### config.mk
export PLATFORM = sky130hd
export DESIGN_NAME = npc_resolve_unit
export DESIGN_NICKNAME = d
export VERILOG_FILES = /design/src/rtl/npc_pkg.sv /design/src/rtl/npc_ctrl.sv /design/src/rtl/npc_datapath.sv /design/src/rtl/npc_resolve_unit.sv
export SDC_FILE = /design/constraint.sdc
export NUM_CORES = 1
export LEC_CHECK = 0
export BUFFER_PORTS_ARGS = -buffer_cell sky130_fd_sc_hd__buf_4
export CAP_MARGIN = 20
export CORE_MARGIN = 5
export CORE_UTILIZATION = 38
export DETAILED_ROUTE_END_ITERATION = 6
export PLACE_DENSITY_LB_ADDON = 0.1
export SKIP_LAST_GASP = 1
export SLEW_MARGIN = 15
export SYNTH_ARGS = -nofsm -noshare
export SYNTH_HDL_FRONTEND = slang
export SYNTH_SLANG_ARGS = --single-unit
### constraint.sdc
create_clock -name clk -period 4.9 [get_ports clk]
set_input_delay 0.735 -clock clk [delete_from_list [all_inputs] [get_ports clk]]
set_output_delay 0.735 -clock clk [all_outputs]
set_load 0.005 [all_outputs]
### src/rtl/npc_pkg.sv
package npc_pkg;
  localparam int unsigned OPC_W = 6;

  localparam logic [OPC_W-1:0] OPC_CALL  = 6'h00;
  localparam logic [OPC_W-1:0] OPC_JABS  = 6'h01;
  localparam logic [OPC_W-1:0] OPC_BRU   = 6'h06;
  localparam logic [OPC_W-1:0] OPC_BGE   = 6'h0E;
  localparam logic [OPC_W-1:0] OPC_BLT   = 6'h16;
  localparam logic [OPC_W-1:0] OPC_BNE   = 6'h1E;
  localparam logic [OPC_W-1:0] OPC_BEQ   = 6'h26;
  localparam logic [OPC_W-1:0] OPC_BGEU  = 6'h2E;
  localparam logic [OPC_W-1:0] OPC_BLTU  = 6'h36;
  localparam logic [OPC_W-1:0] OPC_RTYPE = 6'h3A;

  localparam logic [OPC_W-1:0] XOP_ERET  = 6'h01;
  localparam logic [OPC_W-1:0] XOP_RET   = 6'h05;
  localparam logic [OPC_W-1:0] XOP_BRET  = 6'h09;
  localparam logic [OPC_W-1:0] XOP_JMPR  = 6'h0D;
  localparam logic [OPC_W-1:0] XOP_NXPC  = 6'h1C;
  localparam logic [OPC_W-1:0] XOP_CALLR = 6'h1D;

  typedef enum logic [2:0] {
    SRC_SEQ,
    SRC_ABS,
    SRC_REL,
    SRC_RA,
    SRC_BA,
    SRC_EA,
    SRC_OPA
  } pcSrc_e;

  typedef enum logic [2:0] {
    CMP_ALWAYS,
    CMP_GE,
    CMP_LT,
    CMP_NE,
    CMP_EQ,
    CMP_GEU,
    CMP_LTU
  } cmpKind_e;

  typedef enum logic {
    LNK_RA,
    LNK_RC
  } linkDst_e;

  typedef struct packed {
    pcSrc_e   pcSrc;
    cmpKind_e cmpKind;
    logic     linkEn;
    linkDst_e linkDst;
    logic     statusRestore;
  } ctrl_t;
endpackage

### src/rtl/npc_ctrl.sv
module npc_ctrl
  import npc_pkg::*;
(
  input  logic [31:0] instr,
  output ctrl_t       ctrl
);
  logic [OPC_W-1:0] opc;
  logic [OPC_W-1:0] xop;

  assign opc = instr[5:0];
  assign xop = instr[16:11];

  always_comb begin
    ctrl = '{pcSrc: SRC_SEQ, cmpKind: CMP_ALWAYS, linkEn: 1'b0,
             linkDst: LNK_RA, statusRestore: 1'b0};
    unique case (opc)
      OPC_CALL: begin
        ctrl.pcSrc  = SRC_ABS;
        ctrl.linkEn = 1'b1;
      end
      OPC_JABS: ctrl.pcSrc = SRC_ABS;
      OPC_BRU:  ctrl.pcSrc = SRC_REL;
      OPC_BGE:  begin ctrl.pcSrc = SRC_REL; ctrl.cmpKind = CMP_GE;  end
      OPC_BLT:  begin ctrl.pcSrc = SRC_REL; ctrl.cmpKind = CMP_LT;  end
      OPC_BNE:  begin ctrl.pcSrc = SRC_REL; ctrl.cmpKind = CMP_NE;  end
      OPC_BEQ:  begin ctrl.pcSrc = SRC_REL; ctrl.cmpKind = CMP_EQ;  end
      OPC_BGEU: begin ctrl.pcSrc = SRC_REL; ctrl.cmpKind = CMP_GEU; end
      OPC_BLTU: begin ctrl.pcSrc = SRC_REL; ctrl.cmpKind = CMP_LTU; end
      OPC_RTYPE: begin
        unique case (xop)
          XOP_ERET: begin
            ctrl.pcSrc         = SRC_EA;
            ctrl.statusRestore = 1'b1;
          end
          XOP_RET:  ctrl.pcSrc = SRC_RA;
          XOP_BRET: ctrl.pcSrc = SRC_BA;
          XOP_JMPR: ctrl.pcSrc = SRC_OPA;
          XOP_NXPC: begin
            ctrl.linkEn  = 1'b1;
            ctrl.linkDst = LNK_RC;
          end
          XOP_CALLR: begin
            ctrl.pcSrc  = SRC_OPA;
            ctrl.linkEn = 1'b1;
          end
          default: ;
        endcase
      end
      default: ;
    endcase
  end
endmodule

### src/rtl/npc_datapath.sv
module npc_datapath
  import npc_pkg::*;
#(
  parameter int unsigned DATA_W      = 32,
  parameter int unsigned IDX_W       = 5,
  parameter int unsigned REGION_W    = 4,
  parameter int unsigned LINK_REG    = 31
) (
  input  logic              clk,
  input  logic              rstN,
  input  logic              inValid,
  input  ctrl_t             ctrl,
  input  logic [DATA_W-1:0] pc,
  input  logic [DATA_W-1:0] instr,
  input  logic [DATA_W-1:0] opA,
  input  logic [DATA_W-1:0] opB,
  input  logic [DATA_W-1:0] raVal,
  input  logic [DATA_W-1:0] baVal,
  input  logic [DATA_W-1:0] eaVal,
  input  logic [DATA_W-1:0] estatusVal,
  output logic              outValid,
  output logic [DATA_W-1:0] nextPc,
  output logic              taken,
  output logic              linkWe,
  output logic [IDX_W-1:0]  linkIdx,
  output logic [DATA_W-1:0] linkData,
  output logic              statusWe,
  output logic [DATA_W-1:0] statusData
);
  localparam int unsigned IMM16_W = 16;
  localparam int unsigned IMM26_W = DATA_W - 6;
  localparam int unsigned ABS_LOW = DATA_W - REGION_W;

  logic [IDX_W-1:0]  idxA, idxB, idxC;
  logic [DATA_W-1:0] valA, valB;
  logic [DATA_W-1:0] seqPc, relPc, absPc, selPc;
  logic [DATA_W-1:0] relOff;
  logic [IMM26_W+1:0] absLow;
  logic              condOk;
  logic [IDX_W-1:0]  dstIdx;

  assign idxA = instr[31:27];
  assign idxB = instr[26:22];
  assign idxC = instr[21:17];

  // index 0 is hard-wired to zero
  assign valA = (idxA == '0) ? '0 : opA;
  assign valB = (idxB == '0) ? '0 : opB;

  assign seqPc  = pc + DATA_W'(4);
  assign relOff = {{(DATA_W-IMM16_W){instr[21]}}, instr[21:8], 2'b00};
  assign relPc  = seqPc + relOff;
  assign absLow = {instr[DATA_W-1:6], 2'b00};
  assign absPc  = {pc[DATA_W-1:ABS_LOW], absLow[ABS_LOW-1:0]};

  always_comb begin
    unique case (ctrl.cmpKind)
      CMP_ALWAYS: condOk = 1'b1;
      CMP_GE:     condOk = $signed(valA) >= $signed(valB);
      CMP_LT:     condOk = $signed(valA) <  $signed(valB);
      CMP_NE:     condOk = valA != valB;
      CMP_EQ:     condOk = valA == valB;
      CMP_GEU:    condOk = valA >= valB;
      CMP_LTU:    condOk = valA <  valB;
      default:    condOk = 1'b0;
    endcase
  end

  always_comb begin
    unique case (ctrl.pcSrc)
      SRC_ABS: selPc = absPc;
      SRC_REL: selPc = condOk ? relPc : seqPc;
      SRC_RA:  selPc = raVal;
      SRC_BA:  selPc = baVal;
      SRC_EA:  selPc = eaVal;
      SRC_OPA: selPc = valA;
      default: selPc = seqPc;
    endcase
  end

  assign dstIdx = (ctrl.linkDst == LNK_RC) ? idxC : IDX_W'(LINK_REG);

  always_ff @(posedge clk) begin
    if (!rstN) begin
      outValid   <= 1'b0;
      taken      <= 1'b0;
      linkWe     <= 1'b0;
      statusWe   <= 1'b0;
      nextPc     <= '0;
      linkIdx    <= '0;
      linkData   <= '0;
      statusData <= '0;
    end else begin
      outValid <= inValid;
      taken    <= inValid && (selPc != seqPc);
      linkWe   <= inValid && ctrl.linkEn && (dstIdx != '0);
      statusWe <= inValid && ctrl.statusRestore;
      if (inValid) begin
        nextPc     <= selPc;
        linkIdx    <= dstIdx;
        linkData   <= seqPc;
        statusData <= estatusVal;
      end
    end
  end
endmodule

### src/rtl/npc_resolve_unit.sv
module npc_resolve_unit
  import npc_pkg::*;
(
  input  logic        clk,
  input  logic        rstN,
  input  logic        inValid,
  input  logic [31:0] pc,
  input  logic [31:0] instr,
  input  logic [31:0] opA,
  input  logic [31:0] opB,
  input  logic [31:0] raVal,
  input  logic [31:0] baVal,
  input  logic [31:0] eaVal,
  input  logic [31:0] estatusVal,
  output logic        outValid,
  output logic [31:0] nextPc,
  output logic        taken,
  output logic        linkWe,
  output logic [4:0]  linkIdx,
  output logic [31:0] linkData,
  output logic        statusWe,
  output logic [31:0] statusData
);
  ctrl_t ctrl;

  npc_ctrl i_ctrl (
    .instr (instr),
    .ctrl  (ctrl)
  );

  npc_datapath #(
    .DATA_W   (32),
    .IDX_W    (5),
    .REGION_W (4),
    .LINK_REG (31)
  ) i_dp (
    .clk        (clk),
    .rstN       (rstN),
    .inValid    (inValid),
    .ctrl       (ctrl),
    .pc         (pc),
    .instr      (instr),
    .opA        (opA),
    .opB        (opB),
    .raVal      (raVal),
    .baVal      (baVal),
    .eaVal      (eaVal),
    .estatusVal (estatusVal),
    .outValid   (outValid),
    .nextPc     (nextPc),
    .taken      (taken),
    .linkWe     (linkWe),
    .linkIdx    (linkIdx),
    .linkData   (linkData),
    .statusWe   (statusWe),
    .statusData (statusData)
  );
endmodule

# After elaboration in Yosys (flattened, before gate mapping)
# Cells that the tools add are included.
# W data, S select, Z words.
# word_totals
wordCells,71
register_bits,105
output_inout_bits,105
inputBits,259
# classes
addsub,2
n_reduce_logical,13
magnitude_cmp,4
eq_ne,30
mux,14
# op_table
cell,n
$pmux W32 S6,1
$mux W32,3
$ge A32 B32 Y1,2
$lt A32 B32 Y1,2
$ne A32 B32 Y1,2
$add A32 B3 Y32 const B,1
$add A32 B32 Y32,1
$eq A32 B32 Y1,1
$eq A6 B5 Y1 const B,4
$eq A6 B6 Y1 const B,4
$eq A3 B3 Y1 const B,6
$eq A6 B4 Y1 const B,3
$pmux W3 S6,1
$eq A3 B2 Y1 const B,4
$eq A6 B1 Y1 const B,2
$eq A6 B3 Y1 const B,2
$pmux W3 S4,1
$logic_not A5 Y1,2
$pmux W3 S3,1
$pmux W1 S7,1
$reduce_or A7 Y1,1
$eq A3 B1 Y1 const B,2
$logic_not A6 Y1,1
$reduce_or A2 Y1,3
other kinds (7),12

# Logic depth before layout (Yosys ltp)
# Gate-level depths: netlist (run 1).
# logic_depth
word_depth,8
mapped_depth,20
depth_no_buf,18

# Hierarchy
# From an unflattened synthesis (run 1), not the netlist that was laid out.
# hier_totals
hier_cells,1336
area_unflattened_um2,9836.9
# modules_own_cells
module,seq_area_each_um2,area_each_um2,cells_per_inst,n_inst
npc_datapath,2102.0,9655.5,1310,1
npc_ctrl,0.0,181.4,26,1

# Worst setup path after synthesis (run 1)
# No wires, ideal clock.
# synth_path
kind,in2reg
startpoint,input port pc[2]
endpoint,register i_dp.taken
stages,18
required_ps,4766
path_buffers,1
slack_ps,-27
setup_ps,134
arrival_ps,4793
path_cell_list,ha_1 nand4_1 nor4_1 xnor2_1 inv_1 ha_1 clkbuf_1 a21oi_1 o21ai_0 a311oi_1 a211oi_1 o21ai_0 and4b_1 a2111oi_0 o22a_1 o21ai_0 a211oi_1 a31oi_1
# synth_between
elab_chain_len,6
# synth_lines
item,line_no,text
"start, declared",npc_resolve_unit.sv:7,"input logic [31:0] pc,"
$add A32 B3 Y32 *,npc_datapath.sv:50,assign seqPc = pc + DATA_W'(4);
via i_dp.seqPc[16],npc_datapath.sv:36,"logic [DATA_W-1:0] seqPc, relPc, absPc, selPc;"
$add A32 B32 Y32,npc_datapath.sv:52,assign relPc = seqPc + relOff;
$mux W32,npc_datapath.sv:72,SRC_REL: selPc = condOk ? relPc : seqPc;
$pmux W32 S6,npc_datapath.sv:70,unique case (ctrl.pcSrc)
$ne A32 B32 Y1 *,npc_datapath.sv:95,taken <= inValid && (selPc != seqPc);
$logic_and A1 B1 Y1 *,npc_datapath.sv:95,
"end signal, assigned",npc_datapath.sv:95,
"end, declared",npc_datapath.sv:23,"output logic taken,"
# The timed path passes the listed nets; every way through them passes the cells marked *.
# A chain may end at the register's enable or synchronous reset.

# Worst setup path in the final report (run 1)
# layout_path
startpoint,input port instr[27]
endpoint,register i_dp.nextPc[6]
# layout_between
elab_chain_len,6
word_cells_on_any_way,11
classes_between,4 x order compare; 2 x eq/ne; 4 x mux; 1 x reduce/logical
# layout_lines
item,line_no,text
"start, declared",npc_resolve_unit.sv:8,"input logic [31:0] instr,"
$logic_not A5 Y1 *,npc_datapath.sv:47,assign valA = (idxA == '0) ? '0 : opA;
$mux W32 *,npc_datapath.sv:47,
$lt A32 B32 Y1 (tied with other cells),npc_datapath.sv:64,CMP_LTU: condOk = valA < valB;
$pmux W1 S7,npc_datapath.sv:57,unique case (ctrl.cmpKind)
$mux W32,npc_datapath.sv:72,
$pmux W32 S6 *,npc_datapath.sv:70,
"end signal, assigned",npc_datapath.sv:99,nextPc <= selPc;
"end, declared",npc_datapath.sv:22,"output logic [DATA_W-1:0] nextPc,"
# Mark *: on every way between the ends. The rest lies on a longest branch, timed or not.

==> impl_metrics.tcl, run 1 <==
set metrics [dict create \
    grt_pass1_vias 13300 \
    drive_above_1_share_pct 33.6 \
    synth_cell_types 83 \
    rows 59 \
    relSlewSlack_pct 18.9 \
    synth_ff_type "dfxtp_1" \
    synth_mux_area_share_pct 4.58 \
    drc 1 \
    cp_max_fo 26 \
    design_area_um2 15000 \
    ys_seq_elements 105 \
    path_common_cell "buf_4" \
    min_period_ns 4.73 \
    setup_viol 0 \
    drv_slew 0 \
    die_h_um 173 \
    path_cells "buf_4, nor3_1, buf_4, nand2_1, buf_4, and2_1, ha_1, nand4_1, nor4_2, buf_4, nand2_1, mux2_2, a21oi_1, o211a_1, and2_1, buf_12, o21ai_0, a221oi_1, buf_4, a21oi_1, nor2_1" \
    synthAdderAreaFrac_pct 7.88 \
    required_ns 5.18 \
    synth.top_cell.area_share_pct 20.8 \
    grt_usage_pct 37.7 \
    synth_nets 1696 \
    cp.arrival_ns 5.01 \
    netlist_instances 1374 \
    drtIter0Drc 1623 \
    place_congestion 1.11 \
    drtAntennaViolNets 0 \
    area_growth_pct 48.8 \
    final_cells 2222 \
    cpPeakStageDelay_ns 0.48 \
    dr.pass1.iters 7 \
    num_vias 13700 \
    layout_common_cells "buf_4 (573), nor2_1 (150), nand2_1 (137), a21oi_1 (121), dfxtp_1 (105)" \
    wl_mm 60.1 \
    cp_slowest_cell "a221oi_1" \
    place_inst 2203 \
    clock-sinks 105 \
    yosysWarnings 0 \
    hold_viol_final 0 \
    violations "design-rule violations" \
    ir_drop_mv 0.194 \
    mostFrequentLayoutCell "buf_4" \
    crit_type "in2reg" \
    syn-cell-area_um2 10100 \
    ys_seq_area_share_pct 20.8 \
    cts_hold_repair.buffers 0 \
    fmax_mhz 211 \
    powerDensity_nw_per_um2 212 \
    cts_made_buffers 9 \
    initial_core_util_pct 38.7 \
    wl_per_cell_um 27.0 \
    outcome "complete, but fails checks" \
    synthTopCellsByArea "dfxtp_1 (21%), ha_1 (7.7%), a21oi_1 (6.0%)" \
    hold-worst-slack_ns 0.468 \
    synth-compound-area-share_pct 32.7 \
    finalCritPeriodShare_pct 96.5 \
    place_area_um2 14600 \
    start_kind "primary input" \
    crit_family "simple AND/OR/NAND/NOR gates" \
    antenna_found_initial 0 \
    avgSynthCellArea_um2 7.35 \
    cp_num_buf_inv 6 \
    synth_edf_count 0 \
    synth-xor-area-share_pct 4.60 \
    portBuffers 363 \
    grt_max_degree 67 \
    end_kind "flip-flop" \
    yosys.area.top_type "dfxtp_1" \
    clk_pin_slew_ns 0.08 \
    max_slew.worst_pin.slew_ns 1.19 \
    die_w_um 173 \
    cts_max_level 3 \
    top_level_ports 364 \
    die_area_um2 29900 \
    coreArea_um2 26100 \
    min_path_type "reg2reg" \
    routed_via_density 6.18 \
    nFillCells 2536 \
    rsz0062_at_grt "yes" \
    clock-root-buffer "clkbuf_16" \
    dpl.hpwl_mm 50.3 \
    synth_top_family_by_area "compound AO/OA/AOI/OAI gates" \
    final_nets 2203 \
    clock_latency_ns 0.35 \
    cts_tree "done" \
    clockBufferDepth 2 \
    synthArstFlopShare_pct 0 \
    cellLeakagePower_nw 6.91 \
    finClkSkew_ns 0 \
    grt_pass1_wl_mm 87.0 \
    yosys.area_share.simple_pct 24.5 \
    grt_overflow 0 \
    maxCapViolations 0 \
    final_util_pct 57.5 \
]
timing repair:
| item | CTS | global route |
|---|---|---|
| setup endpoints to repair | 0 | 6 |
| endpoints found under the hold margin | 0 | 0 |
| resized for setup | 0 | 16 |
| setup buffers | 0 | 1 |
final timing paths:
| path | slack (ns) | startpoint | cells past startpoint | endpoint |
|---|---|---|---|---|
| hold reg to reg | 0.47 | i_dp.nextPc[5]$_SDFFE_PN0P_ | 2 | i_dp.nextPc[5]$_SDFFE_PN0P_ |
| setup / recovery | 0.17 | instr[27] | 21 | i_dp.nextPc[6]$_SDFFE_PN0P_ |
| setup reg to reg | 4.10 | i_dp.linkData[16]$_SDFFE_PN0P_ | 2 | i_dp.linkData[16]$_SDFFE_PN0P_ |
| hold / removal | 0.47 | i_dp.nextPc[5]$_SDFFE_PN0P_ | 2 | i_dp.nextPc[5]$_SDFFE_PN0P_ |
registers in the layout (all words and copies together) (netlist names):
name	count
i_dp.statusData	32
i_dp.linkWe	1
i_dp.nextPc	32
i_dp.statusWe	1
i_dp.taken	1
i_dp.linkIdx	5
i_dp.linkData	32
i_dp.outValid	1
per-layer routing:
metal | share of wire [%] | wire length, um | vias to the layer above | GRT usage [%]
met5 | 0 | 0 | - | 0
li1 | - | - | 6244 | -
met3 | 9.6 | 5770 | 215 | 8.95
met2 | 46 | 27600 | 831 | 62.4
met1 | 38 | 22800 | 6448 | 45.2
met4 | 6.6 | 3950 | 0 | 20.2
synthesized netlist by cell type (all sizes together) (38+ instances only):
| cell type | number |
|---|---|
| and2 | 41 |
| nor2 | 151 |
| mux2i | 44 |
| nor3 | 38 |
| o21ai | 61 |
| clkbuf | 62 |
| nand2 | 137 |
| ha | 62 |
| dfxtp | 105 |
| a21oi | 121 |
| a211oi | 42 |
| inv | 42 |
stage by stage:
stage | setup WS (ns) | total power [mW] | TNS (ns)
6_report | 0.170 | 3.18 | 0
2_1_floorplan | 0.160 | 1.58 | 0
5_1_grt | -0.0407 | 3.31 | -0.0407
3_5_place_dp | -0.264 | 2.36 | -0.627
4_1_cts | 0.0864 | 3.14 | 0
3_3_place_gp | -0.243 | 2.36 | -0.476
logic make-up (layout without fill, tap and decap cells):
family | Yosys count | in the layout
compound gates | 472 | 472
xor+xnor | 53 | 53
fa+ha+maj | 63 | 63
buf+inv | 126 | 638
flops | 105 | 105
mux | 46 | 46
other cells | 0 | 1
simple gates | 509 | 509
area by class of cell:
| type | instances | area, um2 | share of cell area [%] |
|---|---|---|---|
| inverter | 42 | 158 | 1.05 |
| sequential | 105 | 2100 | 14.0 |
| clock buffer | 9 | 225 | 1.50 |
| multi-input combinational | 1143 | 7580 | 50.4 |
| clock inverter | 7 | 113 | 0.749 |
| timing repair buffer | 580 | 4430 | 29.5 |
| tap | 335 | 419 | 2.79 |
| antenna | 1 | 2.50 | 0.0166 |
worst min-delay path, cell delays in order, from the launching register on:
cell and delay (ns):
dfxtp_1 0.32, nand2_1 0.06, a21oi_1 0.05
power breakdown:
part           total (mW)  switching (mW)  leakage (nW)  internal [mW]
Clock               0.790           0.373         0.161          0.417
Combinational        1.45           0.784          5.88          0.666
Sequential          0.942          0.0315         0.869          0.910
Total                3.18            1.19          6.91           1.99
No activity file was read; power rests on OpenSTA's default activity.
==> inputs of run 2 (changes only) <==
==> constraint.sdc (replaced) <==
create_clock -name clk -period 4.7 [get_ports clk]
set_input_delay 0.705 -clock clk [delete_from_list [all_inputs] [get_ports clk]]
set_output_delay 0.705 -clock clk [all_outputs]
set_load 0.005 [all_outputs]
==> impl_metrics.tcl, run 2 (same netlist as run 1, synthesis figures left out) <==
set metrics [dict create \
    min_from "i_dp.nextPc[4]$_SDFFE_PN0P_" \
    place_area_um2 14700 \
    final_nets 2224 \
    outcome "completed" \
    place_worst_setup_slack_ns -0.533 \
    powerDensity_nw_per_um2 217 \
    top_level_ports 364 \
    maxCapViolations 0 \
    clockBufferDepth 2 \
    drtAntennaViolNets 0 \
    r2r_start "i_dp.linkData[18]$_SDFFE_PN0P_" \
    clk_pin_slew_ns 0.09 \
    clock-root-buffer "clkbuf_16" \
    place_congestion 1.09 \
    end_kind "flip-flop" \
    min_period_ns 4.54 \
    cts_tree "done" \
    grt_pass1_wl_mm 85.1 \
    initial_core_util_pct 38.7 \
    drtIter0Drc 1575 \
    rsz0062_at_grt "yes" \
    nFillCells 2521 \
    final_util_pct 58.5 \
    cp.arrival_ns 4.78 \
    grt_max_degree 61 \
    cellLeakagePower_nw 7.02 \
    routed_via_density 6.18 \
    drv_slew 0 \
    drive_above_1_share_pct 35.6 \
    final_cells 2243 \
    rows 59 \
    die_area_um2 29900 \
    design_area_um2 15300 \
    die_h_um 173 \
    setup_viol 0 \
    ir_drop_mv 0.230 \
    grt_usage_pct 36.3 \
    cp_max_fo 11 \
    grt_pass1_vias 13200 \
    grt_overflow 0 \
    min_path_type "reg2reg" \
    largestRegisters "i_dp.linkData: 32 flops, i_dp.nextPc: 32 flops, i_dp.statusData: 32 flops" \
    num_vias 13900 \
    seq_area_um2 2100 \
    start_kind "primary input" \
    setup_ws_ns 0.158 \
    multi_input_area_um2 7740 \
    layout_common_cells "buf_4 (597), nor2_1 (148), nand2_1 (137), a21oi_1 (114), dfxtp_1 (105)" \
    portBuffers 363 \
    mostFrequentLayoutCell "buf_4" \
    cts_made_buffers 9 \
    dpl.hpwl_mm 48.3 \
    relSlewSlack_pct 23.2 \
    cts_max_level 3 \
    die_w_um 173 \
    wl_per_cell_um 26.0 \
    crit_type "in2reg" \
    area_growth_pct 51.5 \
    hold_viol_final 0 \
    wl_mm 58.3 \
    finClkSkew_ns 0 \
    max_slew.worst_pin.slew_ns 1.15 \
    place_inst 2222 \
    drc 0 \
    hold-worst-slack_ns 0.472 \
    fmax_mhz 220 \
    finalSetupTns_ns 0 \
    antenna_found_initial 1 \
    crit_path_start "pc[2]" \
    finalPower_mw 3.32 \
    finalCritPeriodShare_pct 96.6 \
    coreArea_um2 26100 \
    clock_latency_ns 0.36 \
    required_ns 4.94 \
    dr.pass1.iters 7 \
    clock-sinks 105 \
]
-- run 2: cell types whose count changed in the layout (fill, tap and decap cells not counted), moves of 3 or more --
cell | previous run | this run
buf_4 | 573 | 597
a21oi_1 | 121 | 114
a21oi_2 | 0 | 4
a21oi_4 | 0 | 3
inv_1 | 40 | 37
inv_2 | 2 | 5
o21ai_1 | 9 | 6
xnor2_1 | 29 | 26
-- run 2: path summary, 6_finish.rpt --
check,slack [ns],cells after the start,end
max,0.16,21,i_dp.taken$_SDFF_PN0_
min,0.47,2,i_dp.nextPc[4]$_SDFFE_PN0P_
max reg2reg,3.97,2,i_dp.linkData[18]$_SDFFE_PN0P_
min reg2reg,0.47,2,i_dp.nextPc[4]$_SDFFE_PN0P_
-- run 2: cell type report --
| cell class | count | share of cell area [%] |
|---|---|---|
| multi-input combinational | 1143 | 50.6 |
| timing repair buffer | 601 | 29.8 |
| sequential | 105 | 13.7 |
| tap | 335 | 2.74 |
| clock buffer | 9 | 1.47 |
| inverter | 42 | 1.03 |
| clock inverter | 7 | 0.597 |
| antenna | 1 | 0.0164 |
-- run 2: report_power, final --
part | leakage (nW) | switching, mW | internal, mW
Clock | 0.152 | 0.415 | 0.387
Sequential | 0.869 | 0.0345 | 0.949
Combinational | 6.00 | 0.822 | 0.709
-- run 2: critical path, cell delays in order --
cell      delay (ns)
buf_4           0.09
ha_1            0.18
nand4_1         0.17
nor2_2          0.15
and3_1          0.21
xnor2_2         0.13
inv_1           0.13
ha_1            0.30
buf_4           0.18
nand4_1         0.15
o221ai_4        0.15
a21bo_2         0.24
or2_2           0.28
buf_4           0.15
xor2_1          0.15
a221oi_1        0.28
o211ai_1        0.16
a211oi_2        0.32
a311oi_1        0.14
o41ai_1         0.39
a31oi_1         0.12
-- run 2: what timing repair did --
item | CTS | global route
hold buffers | 0 | 0
resized for setup | 6 | 37
setup endpoints to repair | 3 | 14
setup buffers | 0 | 4
pin swaps | 0 | 18
-- run 2: metal layers --
metal  GRT usage, %  wire length (um)  vias to the layer above
met5              0                 0                        -
met4           14.3              2830                        0
met3           7.77              5490                      154
met2           60.9             27100                      871
met1           45.6             22900                     6560
li1               -                 -                     6284
==> inputs of run 3 (changes only) <==
--- a/config.mk
+++ b/config.mk
@@ -5,11 +5,13 @@
 export SDC_FILE = /design/constraint.sdc
 export NUM_CORES = 1
 export LEC_CHECK = 0
-export BUFFER_PORTS_ARGS = -buffer_cell sky130_fd_sc_hd__buf_4
 export CAP_MARGIN = 20
 export CORE_MARGIN = 5
 export CORE_UTILIZATION = 38
+export CTS_CLUSTER_DIAMETER = 100
 export DETAILED_ROUTE_END_ITERATION = 6
+export DONT_BUFFER_PORTS = 1
+export HOLD_SLACK_MARGIN = 0.03
 export PLACE_DENSITY_LB_ADDON = 0.1
 export SKIP_LAST_GASP = 1
 export SLEW_MARGIN = 15
==> impl_metrics.tcl, run 3 (same netlist as run 1, synthesis figures left out) <==
set metrics [dict create \
    cp_max_fo 11 \
    finalPower_mw 2.93 \
    start_kind "primary input" \
    die_h_um 173 \
    rsz0062_at_grt "yes" \
    drtIter0Drc 1465 \
    cellLeakagePower_nw 4.97 \
    outcome "complete, but fails checks" \
    r2r_end "i_dp.nextPc[31]$_SDFFE_PN0P_" \
    cts_max_level 3 \
    area_growth_pct 19.5 \
    drtAntennaViolNets 0 \
    finClkSkew_ns 0 \
    antenna_found_initial 0 \
    mostFrequentLayoutCell "buf_4" \
    fmax_mhz 220 \
    r2r_start "i_dp.nextPc[31]$_SDFFE_PN0P_" \
    path_common_cell "buf_4" \
    dpl.hpwl_mm 45.1 \
    min_period_ns 4.54 \
    powerDensity_nw_per_um2 242 \
    finalCritPeriodShare_pct 96.7 \
    wl_mm 54.8 \
    num_vias 12200 \
    hold_end "i_dp.statusWe$_SDFF_PN0_" \
    rrSetupSlack_ns 3.92 \
    initial_core_util_pct 38.7 \
    cp_slowest_cell "a221oi_1" \
    dr.pass1.iters 7 \
    cp_num_buf_inv 4 \
    max_slew.worst_pin.slew_ns 1.15 \
    crit_type "in2reg" \
    cp.arrival_ns 4.78 \
    dr_wl_met2_mm 25.8 \
    drive_above_1_share_pct 16.4 \
    clock-sinks 105 \
    largestRegisters "i_dp.linkData: 32 flops, i_dp.nextPc: 32 flops, i_dp.statusData: 32 flops" \
    min_from "instr[13]" \
    cts_made_buffers 9 \
    top_layer "met4" \
    clock-root-buffer "clkbuf_16" \
    rows 59 \
    layout_common_cells "buf_4 (189), nor2_1 (150), nand2_1 (137), a21oi_1 (121), dfxtp_1 (105)" \
    final_nets 1815 \
    violations "design-rule violations" \
    ir_drop_mv 0.145 \
    met1_length_mm 21.3 \
    drv_slew 0 \
    grt_overflow 0 \
    clockBufferDepth 2 \
    path_cells "ha_1, nand4_1, buf_4, nor2_1, and3_1, xnor2_1, inv_1, ha_1, buf_4, nand4_1, o221ai_1, a21bo_2, or2_2, buf_4, xor2_1, a221oi_1, o211ai_1, a211oi_2, a311oi_1, o41ai_1, a31oi_1" \
    clk_pin_slew_ns 0.09 \
    cts_hold_repair.buffers 0 \
    portBuffers 0 \
    grt_pass1_vias 11200 \
    required_ns 4.93 \
    die_area_um2 29900 \
    drc 1 \
    relSlewSlack_pct 21.4 \
    cpPeakStageDelay_ns 0.35 \
    met3_length_mm 4.84 \
    grt_usage_pct 34.2 \
    setup_viol 0 \
    maxCapViolations 0 \
    place_congestion 1.04 \
    end_kind "flip-flop" \
    cts_tree "done" \
    setup_ws_ns 0.157 \
    hold_depth 1 \
    r2r_cells 2 \
    min_path_type "in2reg" \
    clock_latency_ns 0.35 \
    top_level_ports 364 \
    crit_family "compound AO/OA/AOI/OAI gates" \
    finalSetupTns_ns 0 \
    hold_viol_final 0 \
    coreArea_um2 26100 \
    routed_via_density 6.65 \
    grt_max_degree 116 \
    grt_pass1_wl_mm 78.2 \
    final_util_pct 46.2 \
    die_w_um 173 \
    wl_per_cell_um 29.9 \
    place_worst_setup_slack_ns -0.376 \
]
==> run 3: cell type report <==
type                    count  area (um2)
diodes                      1        2.50
clock buffers               9         225
clock inverters             7        91.3
fillers                  2751       14100
inverters                  42         158
multi-input cells        1143        7590
flip-flops and latches    105        2100
well taps                 335         419
repair buffers            192        1480
==> run 3: worst reg2reg max path, stage by stage, from the launching register on <==
cell	delay, ns
dfxtp_1	0.45
nand2_1	0.08
a21oi_1	0.17
==> run 3: what timing repair did <==
action	in CTS	in global routing
pin swaps	0	6
resized for setup	1	11
gates cloned	0	0
setup buffers	0	1
endpoints found under the setup margin	1	3
==> run 3: worst max-delay path by stage <==
stage	startpoint	to	slack (ns)	depth (start not counted)
floorplan	pc[2]	i_dp.taken$_SDFF_PN0_	0.06	18
global placement	pc[2]	i_dp.taken$_SDFF_PN0_	-0.37	22
detailed placement	pc[2]	i_dp.taken$_SDFF_PN0_	-0.38	21
CTS	pc[2]	i_dp.taken$_SDFF_PN0_	0.07	21
global route	pc[2]	i_dp.taken$_SDFF_PN0_	-0.06	21
finish	pc[2]	i_dp.taken$_SDFF_PN0_	0.16	21
==> run 3: report_power, final <==
part           switching (mW)  internal [mW]  total (mW)
combinational           0.647          0.470        1.12
clock                   0.416          0.387       0.804
sequential             0.0564          0.949        1.01
total                    1.12           1.81        2.93
==> run 3: per-stage QoR <==
step / instance area (um2) / std cells / hold WS (ns)
floorplan: 10100 / 1374 / 0.457
global placement: 11700 / 1816 / 0.483
detailed placement: 11700 / 1816 / 0.488
CTS: 12000 / 1832 / 0.401
global route: 12100 / 1833 / 0.411
finish: 12100 / 1834 / 0.411
==> run 3: per-layer routing <==
layer | vias to the layer above | track usage [%]
met1 | 5855 | 42.7
met2 | 750 | 57.9
li1 | 5459 | -
met5 | - | 0
met3 | 138 | 6.62
met4 | 0 | 13.8
